<file path="src/rtl/cot_pkg.sv">
package cot_pkg;

    typedef enum logic [2:0] {
        ST_OFF,
        ST_WAIT,
        ST_GAP_H,
        ST_ON,
        ST_GAP_L,
        ST_LOW
    } cot_state_e;

    typedef enum logic [1:0] {
        OP_OFF = 2'b00,
        OP_FCM = 2'b01,
        OP_PS  = 2'b10
    } cot_op_e;

    function automatic cot_op_e decode_mode(input logic [1:0] m);
        if (m[1])      return OP_PS;
        else if (m[0]) return OP_FCM;
        else           return OP_OFF;
    endfunction

endpackage

</file>
<file path="src/rtl/cot_dwell_timer.sv">
// Counts cycles spent in the current state; restarts at zero on a state change.
module cot_dwell_timer #(
    parameter int W = 8
) (
    input  logic         clk,
    input  logic         rst_n,
    input  logic         restart,
    output logic [W-1:0] count
);

    always_ff @(posedge clk or negedge rst_n) begin
        if (!rst_n) begin
            count <= '0;
        end else if (restart) begin
            count <= '0;
        end else if (count != {W{1'b1}}) begin
            count <= count + 1'b1;
        end
    end

endmodule

</file>
<file path="src/rtl/cot_lightload.sv">
// Light-load policy: consecutive zero-crossing count (counting scheme) and
// high-side pulse interval watchdog (minimum-frequency scheme).
module cot_lightload #(
    parameter int PS_ENTRY    = 8,
    parameter int TIMEOUT_CYC = 10000,
    parameter bit ULTRASONIC  = 1'b0
) (
    input  logic clk,
    input  logic rst_n,
    input  logic is_off,
    input  logic is_ps,
    input  logic cyc_end,
    input  logic cyc_zc,
    input  logic on_start,
    output logic zc_term,
    output logic timeout
);

    localparam int PW = $clog2(PS_ENTRY + 1);
    localparam int WW = $clog2(TIMEOUT_CYC + 1);
    localparam logic [PW-1:0] PS_FULL = PW'(PS_ENTRY);
    localparam logic [PW-1:0] PS_LAST = PW'(PS_ENTRY - 1);
    localparam logic [WW-1:0] WD_MAX  = WW'(TIMEOUT_CYC);

    logic [PW-1:0] zc_run;
    logic          skip_armed;
    logic [WW-1:0] wd_cnt;
    logic          wd_hit;

    // Consecutive-period counter; only meaningful in the counting scheme.
    always_ff @(posedge clk or negedge rst_n) begin
        if (!rst_n) begin
            zc_run     <= '0;
            skip_armed <= 1'b0;
        end else if (is_off || !is_ps || ULTRASONIC) begin
            zc_run     <= '0;
            skip_armed <= 1'b0;
        end else if (cyc_end) begin
            if (cyc_zc) begin
                if (zc_run != PS_FULL) zc_run <= zc_run + 1'b1;
                if (zc_run >= PS_LAST) skip_armed <= 1'b1;
            end else begin
                zc_run     <= '0;
                skip_armed <= 1'b0;
            end
        end
    end

    // Interval since the most recent high-side pulse start.
    always_ff @(posedge clk or negedge rst_n) begin
        if (!rst_n) begin
            wd_cnt <= '0;
        end else if (is_off || on_start) begin
            wd_cnt <= '0;
        end else if (wd_cnt != WD_MAX) begin
            wd_cnt <= wd_cnt + 1'b1;
        end
    end

    assign wd_hit  = (wd_cnt == WD_MAX);
    assign zc_term = ULTRASONIC ? is_ps : skip_armed;
    assign timeout = ULTRASONIC && is_ps && wd_hit;

endmodule

</file>
<file path="src/rtl/cot_gate_seq.sv">
module cot_gate_seq
    import cot_pkg::*;
#(
    parameter int ON_CYC      = 100,
    parameter int DEAD_CYC    = 2,
    parameter int MIN_LOW_CYC = 25,
    parameter int TIMEOUT_CYC = 10000,
    parameter int PS_ENTRY    = 8,
    parameter bit ULTRASONIC  = 1'b0
) (
    input  logic       clk,
    input  logic       rst_n,
    input  logic [1:0] mode,
    input  logic       fb_low,
    input  logic       zc_det,
    output logic       hs_drv,
    output logic       ls_drv,
    output logic       dschg_req
);

    localparam int MAX_A = (ON_CYC > DEAD_CYC) ? ON_CYC : DEAD_CYC;
    localparam int MAX_D = (MAX_A > MIN_LOW_CYC) ? MAX_A : MIN_LOW_CYC;
    localparam int CW    = $clog2(MAX_D + 1);
    localparam logic [CW-1:0] ON_LAST   = CW'(ON_CYC - 1);
    localparam logic [CW-1:0] DEAD_LAST = CW'(DEAD_CYC - 1);
    localparam logic [CW-1:0] MINL_LAST = CW'(MIN_LOW_CYC - 1);

    cot_state_e    st, st_nxt;
    cot_op_e       op;
    logic          is_off, is_ps;
    logic [CW-1:0] dwell;
    logic          zc_seen, force_dl, force_set;
    logic          in_offtime, on_start, cyc_end, cyc_zc;
    logic          zc_term, timeout;

    assign op       = decode_mode(mode);
    assign is_off   = (op == OP_OFF);
    assign is_ps    = (op == OP_PS);

    assign in_offtime = (st == ST_GAP_L) || (st == ST_LOW) || (st == ST_WAIT);
    assign on_start   = (st_nxt == ST_ON)    && (st != ST_ON);
    assign cyc_end    = (st_nxt == ST_GAP_H) && (st != ST_GAP_H);
    assign cyc_zc     = zc_seen || (zc_det && in_offtime);

    cot_dwell_timer #(.W(CW)) u_dwell (
        .clk     (clk),
        .rst_n   (rst_n),
        .restart (st_nxt != st),
        .count   (dwell)
    );

    cot_lightload #(
        .PS_ENTRY    (PS_ENTRY),
        .TIMEOUT_CYC (TIMEOUT_CYC),
        .ULTRASONIC  (ULTRASONIC)
    ) u_light (
        .clk      (clk),
        .rst_n    (rst_n),
        .is_off   (is_off),
        .is_ps    (is_ps),
        .cyc_end  (cyc_end),
        .cyc_zc   (cyc_zc),
        .on_start (on_start),
        .zc_term  (zc_term),
        .timeout  (timeout)
    );

    // Next-state logic.
    always_comb begin
        st_nxt    = st;
        force_set = 1'b0;
        if (is_off) begin
            st_nxt = ST_OFF;
        end else begin
            unique case (st)
                ST_OFF:   st_nxt = ST_WAIT;
                ST_WAIT: begin
                    if (fb_low) begin
                        st_nxt = ST_GAP_H;
                    end else if (timeout) begin
                        st_nxt    = ST_GAP_L;
                        force_set = 1'b1;
                    end
                end
                ST_GAP_H: if (dwell == DEAD_LAST) st_nxt = ST_ON;
                ST_ON:    if (dwell == ON_LAST)   st_nxt = ST_GAP_L;
                ST_GAP_L: if (dwell == DEAD_LAST) st_nxt = ST_LOW;
                ST_LOW: begin
                    if (dwell >= MINL_LAST) begin
                        if (fb_low) begin
                            st_nxt = ST_GAP_H;
                        end else if (zc_term && !force_dl &&
                                     (zc_seen || zc_det)) begin
                            st_nxt = ST_WAIT;
                        end
                    end
                end
                default:  st_nxt = ST_OFF;
            endcase
        end
    end

    // State register.
    always_ff @(posedge clk or negedge rst_n) begin
        if (!rst_n) st <= ST_OFF;
        else        st <= st_nxt;
    end

    // Per-period flags: zero crossing seen in off-time, forced low side.
    always_ff @(posedge clk or negedge rst_n) begin
        if (!rst_n) begin
            zc_seen  <= 1'b0;
            force_dl <= 1'b0;
        end else if (is_off || on_start) begin
            zc_seen  <= 1'b0;
            force_dl <= 1'b0;
        end else begin
            if (zc_det && in_offtime) zc_seen  <= 1'b1;
            if (force_set)            force_dl <= 1'b1;
        end
    end

    // Output decode.
    always_comb begin
        hs_drv    = 1'b0;
        ls_drv    = 1'b0;
        dschg_req = 1'b0;
        unique case (st)
            ST_ON:   hs_drv    = 1'b1;
            ST_LOW:  ls_drv    = 1'b1;
            ST_OFF:  dschg_req = 1'b1;
            default: ;
        endcase
    end

endmodule

</file>
<file path="config.mk">
export PLATFORM = sky130hd
export DESIGN_NAME = cot_gate_seq
export DESIGN_NICKNAME = d
export VERILOG_FILES = /design/src/rtl/cot_pkg.sv /design/src/rtl/cot_dwell_timer.sv /design/src/rtl/cot_lightload.sv /design/src/rtl/cot_gate_seq.sv
export SDC_FILE = /design/constraint.sdc
export NUM_CORES = 1
export LEC_CHECK = 0
export ABC_AREA = 1
export BUFFER_PORTS_ARGS = -buffer_cell sky130_fd_sc_hd__buf_2
export CELL_PAD_IN_SITES_DETAIL_PLACEMENT = 0
export CELL_PAD_IN_SITES_GLOBAL_PLACEMENT = 1
export CORE_MARGIN = 2
export CORE_UTILIZATION = 40
export CTS_CLUSTER_SIZE = 8
export DETAILED_ROUTE_END_ITERATION = 7
export GPL_TIMING_DRIVEN = 0
export PLACE_DENSITY = 0.75
export SLEW_MARGIN = 20
export SYNTH_ARGS = -nofsm -noshare
export SYNTH_HDL_FRONTEND = slang
export SYNTH_HIERARCHICAL = 1
export SYNTH_SLANG_ARGS = --single-unit
</file>
<file path="constraint.sdc">
create_clock -name clk -period 2.6 [get_ports clk]
set_input_delay 0.65 -clock clk [delete_from_list [all_inputs] [get_ports clk]]
set_output_delay 0.65 -clock clk [all_outputs]
set_load 0.05 [all_outputs]
</file>
==> results.sh, run 1 <==
export IMPL_clk_pin_slew_ns=0.11
export IMPL_via_per_inst=4.79
export IMPL_end_kind="output pin"
export IMPL_ir_drop_uv=314
export IMPL_synth_nets=193
export IMPL_worstSetupPathType="flop to output pin"
export IMPL_fp_row_count=20
export IMPL_cp_data_arrival_time_ns=1.43
export IMPL_antenna_found_initial=0
export IMPL_p_leak_nw=0.705
export IMPL_cts_sinks=17
export IMPL_grt_pass1_wl_um=4220
export IMPL_clk_latency_ns=0.29
export IMPL_skew_ns=0.00436
export IMPL_timing_rr_start="u_dwell/count[3]"
export IMPL_place_hpwl_um=1940
export IMPL_worst_slack_ns=0.515
export IMPL_groute_usage_overall=0.156
export IMPL_reg2regPathDepth=13
export IMPL_crit_required_ns=1.95
export IMPL_fin_tns_setup_ns=0
export IMPL_grt_max_degree=18
export IMPL_cts_tree="yes"
export IMPL_final_min_clock_period_ns=2.08
export IMPL_start_util=0.409
export IMPL_nNetsFinal=206
export IMPL_status="finished, final reports clean"
export IMPL_dr_first_iter_drc_count=48
export IMPL_use_met2=0.279
export IMPL_synth_area_um2=1220
export IMPL_fmax_mhz=480
export IMPL_busiest_layer="met2"
export IMPL_period_share=0.802
export IMPL_via_count=1096
export IMPL_dp_cells=225
export IMPL_routedWlPerCell_um=10.6
export IMPL_use_met3=0.0197
export IMPL_powerDensity_nw_per_um2=833
export IMPL_rrSetupSlack_ns=0.60
export IMPL_syn_area_per_cell_um2=6.62
export IMPL_stdcell_count=229
export IMPL_io_pins=9
export IMPL_worstHoldPathType="primary input to asynchronous set/reset pin"
export IMPL_grt_overflow_total=0
export IMPL_dieArea_um2=3500
export IMPL_grt_pass1_vias=1040
export IMPL_drt_wl_total_um=2430
export IMPL_gp_congestion=0.758
export IMPL_reg2reg_to="u_dwell/count[4]"
export IMPL_fp_dieH_um=59.2
export IMPL_syn_instance_count=184
export IMPL_drive_gt1_frac=0.184
export IMPL_dr_pass1_iters=4
export IMPL_cts_buffers=3
export IMPL_power_mw=1.11
export IMPL_design_core_area_um2=2980
export IMPL_yosysWarningCount=6
export IMPL_use_met1=0.194
export IMPL_port_buffers=8
export IMPL_die_x_um=59.2
export IMPL_syn_to_final_growth_pct=8.94
export IMPL_ant_nets=0
export IMPL_clockRootBuffer="clkbuf_4"
export IMPL_hold_worst_slack_ns=0.269
export IMPL_maxCapViolCount=0
export IMPL_finalSetupViolations=0
export IMPL_cts_hold_buf=0
export IMPL_route_detailed_drc=0
export IMPL_finalHoldViolCount=0
export IMPL_cts_resized=0
export IMPL_cp_max_fo=6
export IMPL_ctsLongestPathBuffers=2
export IMPL_postCtsSetupRepairBufs=0
export IMPL_rsz0062_at_grt="no"
export IMPL_antenna_cells=0
export IMPL_cp_start_kind="flop"
export IMPL_htreeDepth=1
export IMPL_dp_slack_ns=0.498
export IMPL_drv_slew=0
[metrics by stage]
step | area, um^2 | utilization
after floorplan | 1220 | -
after global placement | 1300 | 0.436
after detailed placement | 1300 | 0.436
after CTS | 1330 | 0.445
after global routing | 1330 | 0.445
final | 1330 | 0.445
[report_power, final]
group / internal [mW] / switching [mW] / leakage [nW] / total (mW)
logic: 0.190 / 0.407 / 0.456 / 0.596
registers: 0.314 / 0.0519 / 0.231 / 0.366
clock network: 0.0571 / 0.0860 / 0.0177 / 0.143
[state kept, by name, summed over array words and instances, names as in the netlist]
signal           cells
u_dwell/count        7
u_light/zc_run       4
st                   3
force_dl             1
u_light/zc_term      1
zc_seen              1
[worst max-delay path: stages, from the launching register on]
cell and delay [ns]:
dfrtp_1 0.47, nor2_1 0.25, inv_1 0.09, nor2_1 0.08, buf_2 0.26
[placed cells by master (no fill, tap or decap)]
master    count
nand2_1      51
nor2_1       35
inv_1        21
dfrtp_1      17
nand3_1      16
nand2_2       9
buf_2         8
a21oi_1       7
nand3_2       5
inv_2         4
o21ai_0       3
clkbuf_4      3
ha_1          3
o21ai_1       3
buf_4         2
nor2_4        2
nand4_1       2
a21oi_2       1
clkbuf_1      1
clkinv_2      1
nand3b_4      1
conb_1        1
[per-layer routing]
metal | wire, um | share of wire
met1 | 1170 | 0.48
met2 | 1200 | 0.49
met3 | 41 | 0.017
met4 | 19 | 0.0078
met5 | 0 | 0
[layout make-up]
cell class	instances	area, um^2
Buffer	3	18.8
Clock buffer	3	22.5
Clock inverter	1	5.00
Fill cell	326	1650
Inverter	25	93.8
Multi-Input combinational cell	139	679
Sequential cell	17	425
Tap cell	33	41.3
Timing Repair Buffer	8	40.0
[worst max path at each step]
| stage | from | end | slack [ns] | cells after the start |
|---|---|---|---|---|
| floorplan | st[1] | dschg_req | 0.65 | 3 |
| global placement | zc_det | u_dwell/count[1] | 0.51 | 16 |
| detailed placement | zc_det | u_dwell/count[4] | 0.50 | 15 |
| CTS | st[1] | dschg_req | 0.49 | 4 |
| global route | st[1] | dschg_req | 0.38 | 4 |
| finish | st[1] | dschg_req | 0.52 | 4 |
No activity file was read; power rests on OpenSTA's default activity.
==> run 2: changes to the inputs <==
==> constraint.sdc (replaced) <==
create_clock -name clk -period 2.1 [get_ports clk]
set_input_delay 0.525 -clock clk [delete_from_list [all_inputs] [get_ports clk]]
set_output_delay 0.525 -clock clk [all_outputs]
set_load 0.05 [all_outputs]
==> run 2 against run 1 <==
Effect of this change: worst setup slack worse by 0.38 ns; clock skew barely moved; core utilization about the same; sequential share of layout area rose by 0.064 points; largest power group unchanged.
==> results.sh, run 2 (synthesis gave the netlist of run 1 again) <==
export IMPL_status="finished, final reports clean"
export IMPL_fp_dieH_um=59.2
export IMPL_rrSetupSlack_ns=0.20
export IMPL_timing_rr_start="u_dwell/count[3]"
export IMPL_multi_input_area_um2=679
export IMPL_grt_max_degree=18
export IMPL_clk_latency_ns=0.29
export IMPL_powerDensity_nw_per_um2=1030
export IMPL_port_buffers=8
export IMPL_htreeDepth=1
export IMPL_largestRegisters="u_dwell/count x7, u_light/zc_run x4, st x3"
export IMPL_period_share=0.935
export IMPL_route_detailed_drc=0
export IMPL_finalHoldViolCount=0
export IMPL_stdcell_area_um2=1330
export IMPL_maxCapViolCount=0
export IMPL_die_x_um=59.2
export IMPL_cts_tree="yes"
export IMPL_cp_max_fo=6
export IMPL_ant_nets=0
export IMPL_cp_data_arrival_time_ns=1.44
export IMPL_num_fill_cells=325
export IMPL_cts_buffers=3
export IMPL_drt_wl_total_um=2430
export IMPL_regArea_um2=427
export IMPL_worstSetupPathType="flop to output pin"
export IMPL_postCtsSetupRepairBufs=0
export IMPL_end_kind="output pin"
export IMPL_antenna_cells=0
export IMPL_place_hpwl_um=1940
export IMPL_crit_required_ns=1.57
export IMPL_skew_ns=0.00403
export IMPL_dr_first_iter_drc_count=48
export IMPL_antenna_found_initial=0
export IMPL_largest_reg_flops=7
export IMPL_rsz0062_at_grt="no"
export IMPL_final_min_clock_period_ns=1.96
export IMPL_start_util=0.409
export IMPL_dr_pass1_iters=4
export IMPL_via_per_inst=4.81
export IMPL_via_count=1101
export IMPL_reg2reg_to="u_dwell/count[4]"
export IMPL_ctsLongestPathBuffers=2
export IMPL_regMostFlops="u_dwell/count"
export IMPL_ir_drop_uv=390
export IMPL_design_core_area_um2=2980
export IMPL_finalSetupViolations=0
export IMPL_fp_row_count=20
export IMPL_cts_hold_buf=0
export IMPL_fin_tns_setup_ns=0
export IMPL_cp_start_kind="flop"
export IMPL_grt_pass1_vias=1040
export IMPL_routedWlPerCell_um=10.6
export IMPL_fmax_mhz=510
export IMPL_p_leak_nw=0.701
export IMPL_syn_to_final_growth_pct=9.04
export IMPL_clockRootBuffer="clkbuf_4"
export IMPL_io_pins=9
export IMPL_reg2regPathDepth=13
export IMPL_dieArea_um2=3500
export IMPL_layout_commonest_cell="nand2_1"
export IMPL_grt_pass1_wl_um=4220
export IMPL_cts_sinks=17
export IMPL_mostFrequentLayoutCells="nand2_1, nor2_1, inv_1, nand3_1, dfrtp_1"
export IMPL_worstHoldPathType="primary input to asynchronous set/reset pin"
export IMPL_groute_usage_overall=0.156
export IMPL_drive_gt1_frac=0.194
export IMPL_clk_pin_slew_ns=0.10
export IMPL_gp_congestion=0.758
export IMPL_nNetsFinal=206
export IMPL_placed_cell_area_um2=1300
export IMPL_grt_overflow_total=0
export IMPL_drv_slew=0
==> run 2: how the worst max path moves through the flow <==
| stage | to | slack, ns | startpoint |
|---|---|---|---|
| 5_1_grt | dschg_req | 0.003 | st[1] |
| 2_1_floorplan | dschg_req | 0.27 | st[1] |
| 3_5_place_dp | u_dwell/count[4] | 0.10 | u_dwell/count[3] |
| 6_report | dschg_req | 0.14 | st[1] |
| 4_1_cts | u_dwell/count[4] | 0.08 | u_dwell/count[3] |
| 3_3_place_gp | u_dwell/count[1] | 0.10 | u_dwell/count[3] |
==> run 2: layer usage <==
metal	GRT usage	routed length (um)	vias to the layer above
li1	-	-	594
met1	0.194	1180	499
met2	0.279	1190	6
met3	0.0197	41	2
met4	0.0487	19	0
met5	0	0	-
==> run 2: area by class of cell <==
| cell class | count | share of cell area |
|---|---|---|
| sequential | 17 | 0.321 |
| clock inverter | 1 | 0.00377 |
| inverter | 25 | 0.0707 |
| buffer | 3 | 0.0141 |
| multi-input combinational | 139 | 0.512 |
| tap | 33 | 0.0311 |
| clock buffer | 3 | 0.0170 |
| timing repair buffer | 8 | 0.0302 |
==> run 2: repair_timing <==
item / CTS / global route
endpoints found under the setup margin: 0 / 5
endpoints found under the hold margin: 0 / 0
resized for setup: 0 / 2
==> run 2: report_power, final <==
| group | switching (mW) | internal, mW |
|---|---|---|
| Clock | 0.106 | 0.0707 |
| Combinational | 0.506 | 0.236 |
| Sequential | 0.0645 | 0.389 |
==> run 2: critical path: stages (launching register included) <==
cell	delay, ns
dfrtp_1	0.47
nor2_1	0.25
inv_1	0.09
nor2_1	0.08
buf_2	0.26
==> run 2: metrics by stage <==
stage	total power, mW	hold slack [ns]	setup slack (ns)	cells	utilization
after floorplan	1.05	0.229	0.272	184	-
after global placement	1.20	0.480	0.104	225	0.436
after detailed placement	1.20	0.478	0.105	225	0.436
after CTS	1.39	0.148	0.0787	229	0.445
after global routing	1.51	0.149	0.00348	229	0.446
final	1.37	0.144	0.137	229	0.446
==> run 3: changes to the inputs <==
--- a/config.mk
+++ b/config.mk
@@ -14,9 +14,8 @@
 export CTS_CLUSTER_SIZE = 8
 export DETAILED_ROUTE_END_ITERATION = 7
 export GPL_TIMING_DRIVEN = 0
-export PLACE_DENSITY = 0.75
+export PLACE_DENSITY = 0.74
 export SLEW_MARGIN = 20
 export SYNTH_ARGS = -nofsm -noshare
 export SYNTH_HDL_FRONTEND = slang
-export SYNTH_HIERARCHICAL = 1
 export SYNTH_SLANG_ARGS = --single-unit
==> run 3 against run 2 <==
Effect of this change: critical path depth shrank 1; sequential power is 3% lower; clock power grew 14%; clock-buffer cell count grew 1; core utilization rose by 1.1 points; critical endpoint is now hs_drv; largest cell class unchanged.
==> results.sh, run 3 <==
export IMPL_clk_latency_ns=0.28
export IMPL_swShare=0.464
export IMPL_port_buffers=8
export IMPL_ir_drop_uv=542
export IMPL_cpPeakStageDelay_ns=0.45
export IMPL_rsz0062_at_grt="no"
export IMPL_die_x_um=56.7
export IMPL_period_share=0.910
export IMPL_clk_pin_slew_ns=0.10
export IMPL_drive_gt1_frac=0.143
export IMPL_grt_pass1_vias=903
export IMPL_dp_cells=195
export IMPL_worstHoldPathType="primary input to asynchronous set/reset pin"
export IMPL_drt_wl_total_um=2100
export IMPL_cp_data_arrival_time_ns=1.39
export IMPL_antenna_found_initial=0
export IMPL_syn_area_per_cell_um2=7.13
export IMPL_regMostFlops="u_dwell.count"
export IMPL_finalHoldViolCount=0
export IMPL_routedWlPerCell_um=10.6
export IMPL_synth_most_common_cell="nand2_1"
export IMPL_fp_dieH_um=56.7
export IMPL_stdcell_count=199
export IMPL_stdcell_area_um2=1230
export IMPL_largest_reg_flops=7
export IMPL_p_leak_nw=0.649
export IMPL_multi_input_area_um2=611
export IMPL_slew_headroom=0.756
export IMPL_dp_slack_ns=0.415
export IMPL_placed_cell_area_um2=1190
export IMPL_synth_nets=167
export IMPL_yosysSeqAreaShare=0.360
export IMPL_fmax_mhz=523
export IMPL_mostFrequentLayoutCells="nand2_1, inv_1, nor2_1, nand3_1, dfrtp_1"
export IMPL_design_core_area_um2=2690
export IMPL_route_detailed_drc=0
export IMPL_cts_hold_buf=0
export IMPL_worst_pin_slew_ns=0.365
export IMPL_dieArea_um2=3220
export IMPL_cp_cell_sequence="inv_1 -> nor3_4 -> buf_2"
export IMPL_power_mw=1.25
export IMPL_io_pins=9
export IMPL_p_int_uw=670
export IMPL_postCtsSetupRepairBufs=0
export IMPL_nNetsFinal=180
export IMPL_htreeDepth=1
export IMPL_via_per_inst=5.02
export IMPL_clockRootBuffer="clkbuf_4"
export IMPL_final_min_clock_period_ns=1.91
export IMPL_fp_row_count=19
export IMPL_ant_nets=0
export IMPL_grt_overflow_total=0
export IMPL_synth_area_leaders="dfrtp_1, nand2_1, nand3_1"
export IMPL_syn_to_final_growth_pct=10.3
export IMPL_switchingPower_uw=579
export IMPL_netlist_area_leader_share=0.360
export IMPL_place_hpwl_um=1670
export IMPL_status="finished, final reports clean"
export IMPL_cp_max_fo=6
export IMPL_via_count=998
export IMPL_powerDensity_nw_per_um2=1020
export IMPL_synth_area_um2=1110
export IMPL_regArea_um2=400
export IMPL_dr_first_iter_drc_count=27
export IMPL_pwr_share_comb=0.488
export IMPL_yosysTopAreaCell="dfrtp_1"
export IMPL_synth_main_ff_cell="dfrtp_1"
export IMPL_fin_tns_setup_ns=0
export IMPL_cts_resized=0
export IMPL_synth_edf_count=0
export IMPL_grt_max_degree=17
export IMPL_gp_congestion=0.874
export IMPL_yosysWarningCount=0
export IMPL_ys_ff_latch=16
export IMPL_cts_buffers=3
export IMPL_cts_tree="yes"
export IMPL_crit_buf_inv=2
export IMPL_synthArstFlopShare=1.00
export IMPL_cp_top_family="flip-flops"
export IMPL_dr_pass1_iters=4
export IMPL_ctsLongestPathBuffers=2
export IMPL_layout_commonest_cell="nand2_1"
export IMPL_worstSetupPathType="flop to output pin"
export IMPL_synth_cell_types=25
export IMPL_critPathSlowestCell="dfrtp_1"
export IMPL_synth_commonest_cells="nand2_1, inv_1, nand3_1, nor2_1, dfrtp_1"
export IMPL_antenna_cells=0
export IMPL_skew_ns=0.00442
export IMPL_cp_start_kind="flop"
export IMPL_drv_slew=0
export IMPL_maxCapViolCount=0
export IMPL_end_kind="output pin"
export IMPL_grt_pass1_wl_um=3700
export IMPL_start_util=0.414
export IMPL_crit_required_ns=1.57
export IMPL_syn_instance_count=156
export IMPL_cts_sinks=16
export IMPL_groute_usage_overall=0.145
export IMPL_finalSetupViolations=0
export IMPL_clkPwrFrac=0.161
export IMPL_worst_slack_ns=0.189
export IMPL_seq_power_share=0.350
export IMPL_largestRegisters="u_dwell.count x7, u_light.zc_run x4, st x3"
export IMPL_num_fill_cells=281
==> run 3: cell types whose count changed in the layout (fill, tap and decap cells not counted), sizes merged, moves of 2 or more <==
cell,before,now
nor2,37,20
buf,10,8
xor2,0,2
nor3,0,3
a21oi,8,3
a31oi,0,2
ha,3,5
nand2,60,44
o21a,0,2
==> run 3: layout make-up <==
type / instances / share of cell area
sequential: 16 / 0.326
multi-input combinational: 113 / 0.497
inverter: 27 / 0.0826
tap: 31 / 0.0316
timing repair buffer: 8 / 0.0326
clock buffer: 4 / 0.0296
==> run 3: power by group through the flow <==
| stage | clock network, mW | logic [mW] | registers, mW |
|---|---|---|---|
| final | 0.202 | 0.610 | 0.438 |
| after detailed placement | 0 | 0.617 | 0.443 |
| after floorplan | 0 | 0.496 | 0.428 |
| after CTS | 0.214 | 0.620 | 0.437 |
| after global routing | 0.227 | 0.690 | 0.450 |
| after global placement | 0 | 0.607 | 0.441 |
==> run 3: final timing paths <==
kind	start	end	slack [ns]	cells past startpoint
max	st[0]	hs_drv	0.19	3
min	rst_n	zc_seen	0.14	1
max reg2reg	st[1]	u_light.zc_run[1]	0.42	9
min reg2reg	u_light.zc_term	u_light.zc_term	0.50	2
max in group asynchronous	rst_n	u_dwell.count[3]	1.69	1
min in group clk	u_light.zc_term	u_light.zc_term	0.50	2
==> run 3: worst reg2reg max path, delay by kind of cell (launching register included) <==
family / cells / cell delay [ns]
compound gates: 2 / 0.44
flops: 1 / 0.48
simple gates: 6 / 0.50
buf+inv: 1 / 0.18
==> run 3: through the flow <==
| step | util | hold slack (ns) |
|---|---|---|
| 4_1_cts | 0.457 | 0.143 |
| 5_1_grt | 0.457 | 0.157 |
| 6_report | 0.457 | 0.139 |
| 2_1_floorplan | - | 0.229 |
| 3_3_place_gp | 0.443 | 0.463 |
| 3_5_place_dp | 0.443 | 0.465 |
==> run 3: cell families after synthesis <==
kind of cell / after synthesis / share of synthesized area
simple gates: 92 / 0.387
buf+inv: 27 / 0.0911
flops: 16 / 0.360
compound gates: 14 / 0.0900
fa+ha+maj: 5 / 0.0562
xor+xnor: 2 / 0.0158
==> run 3: routing by layer <==
metal  global-route usage  part of all wire  up-vias
li1                     -                 -      521
met1                0.188              0.48      462
met2                0.228              0.47       11
met3               0.0253             0.030        4
met4               0.0797             0.020        0
met5                    0                 0        -
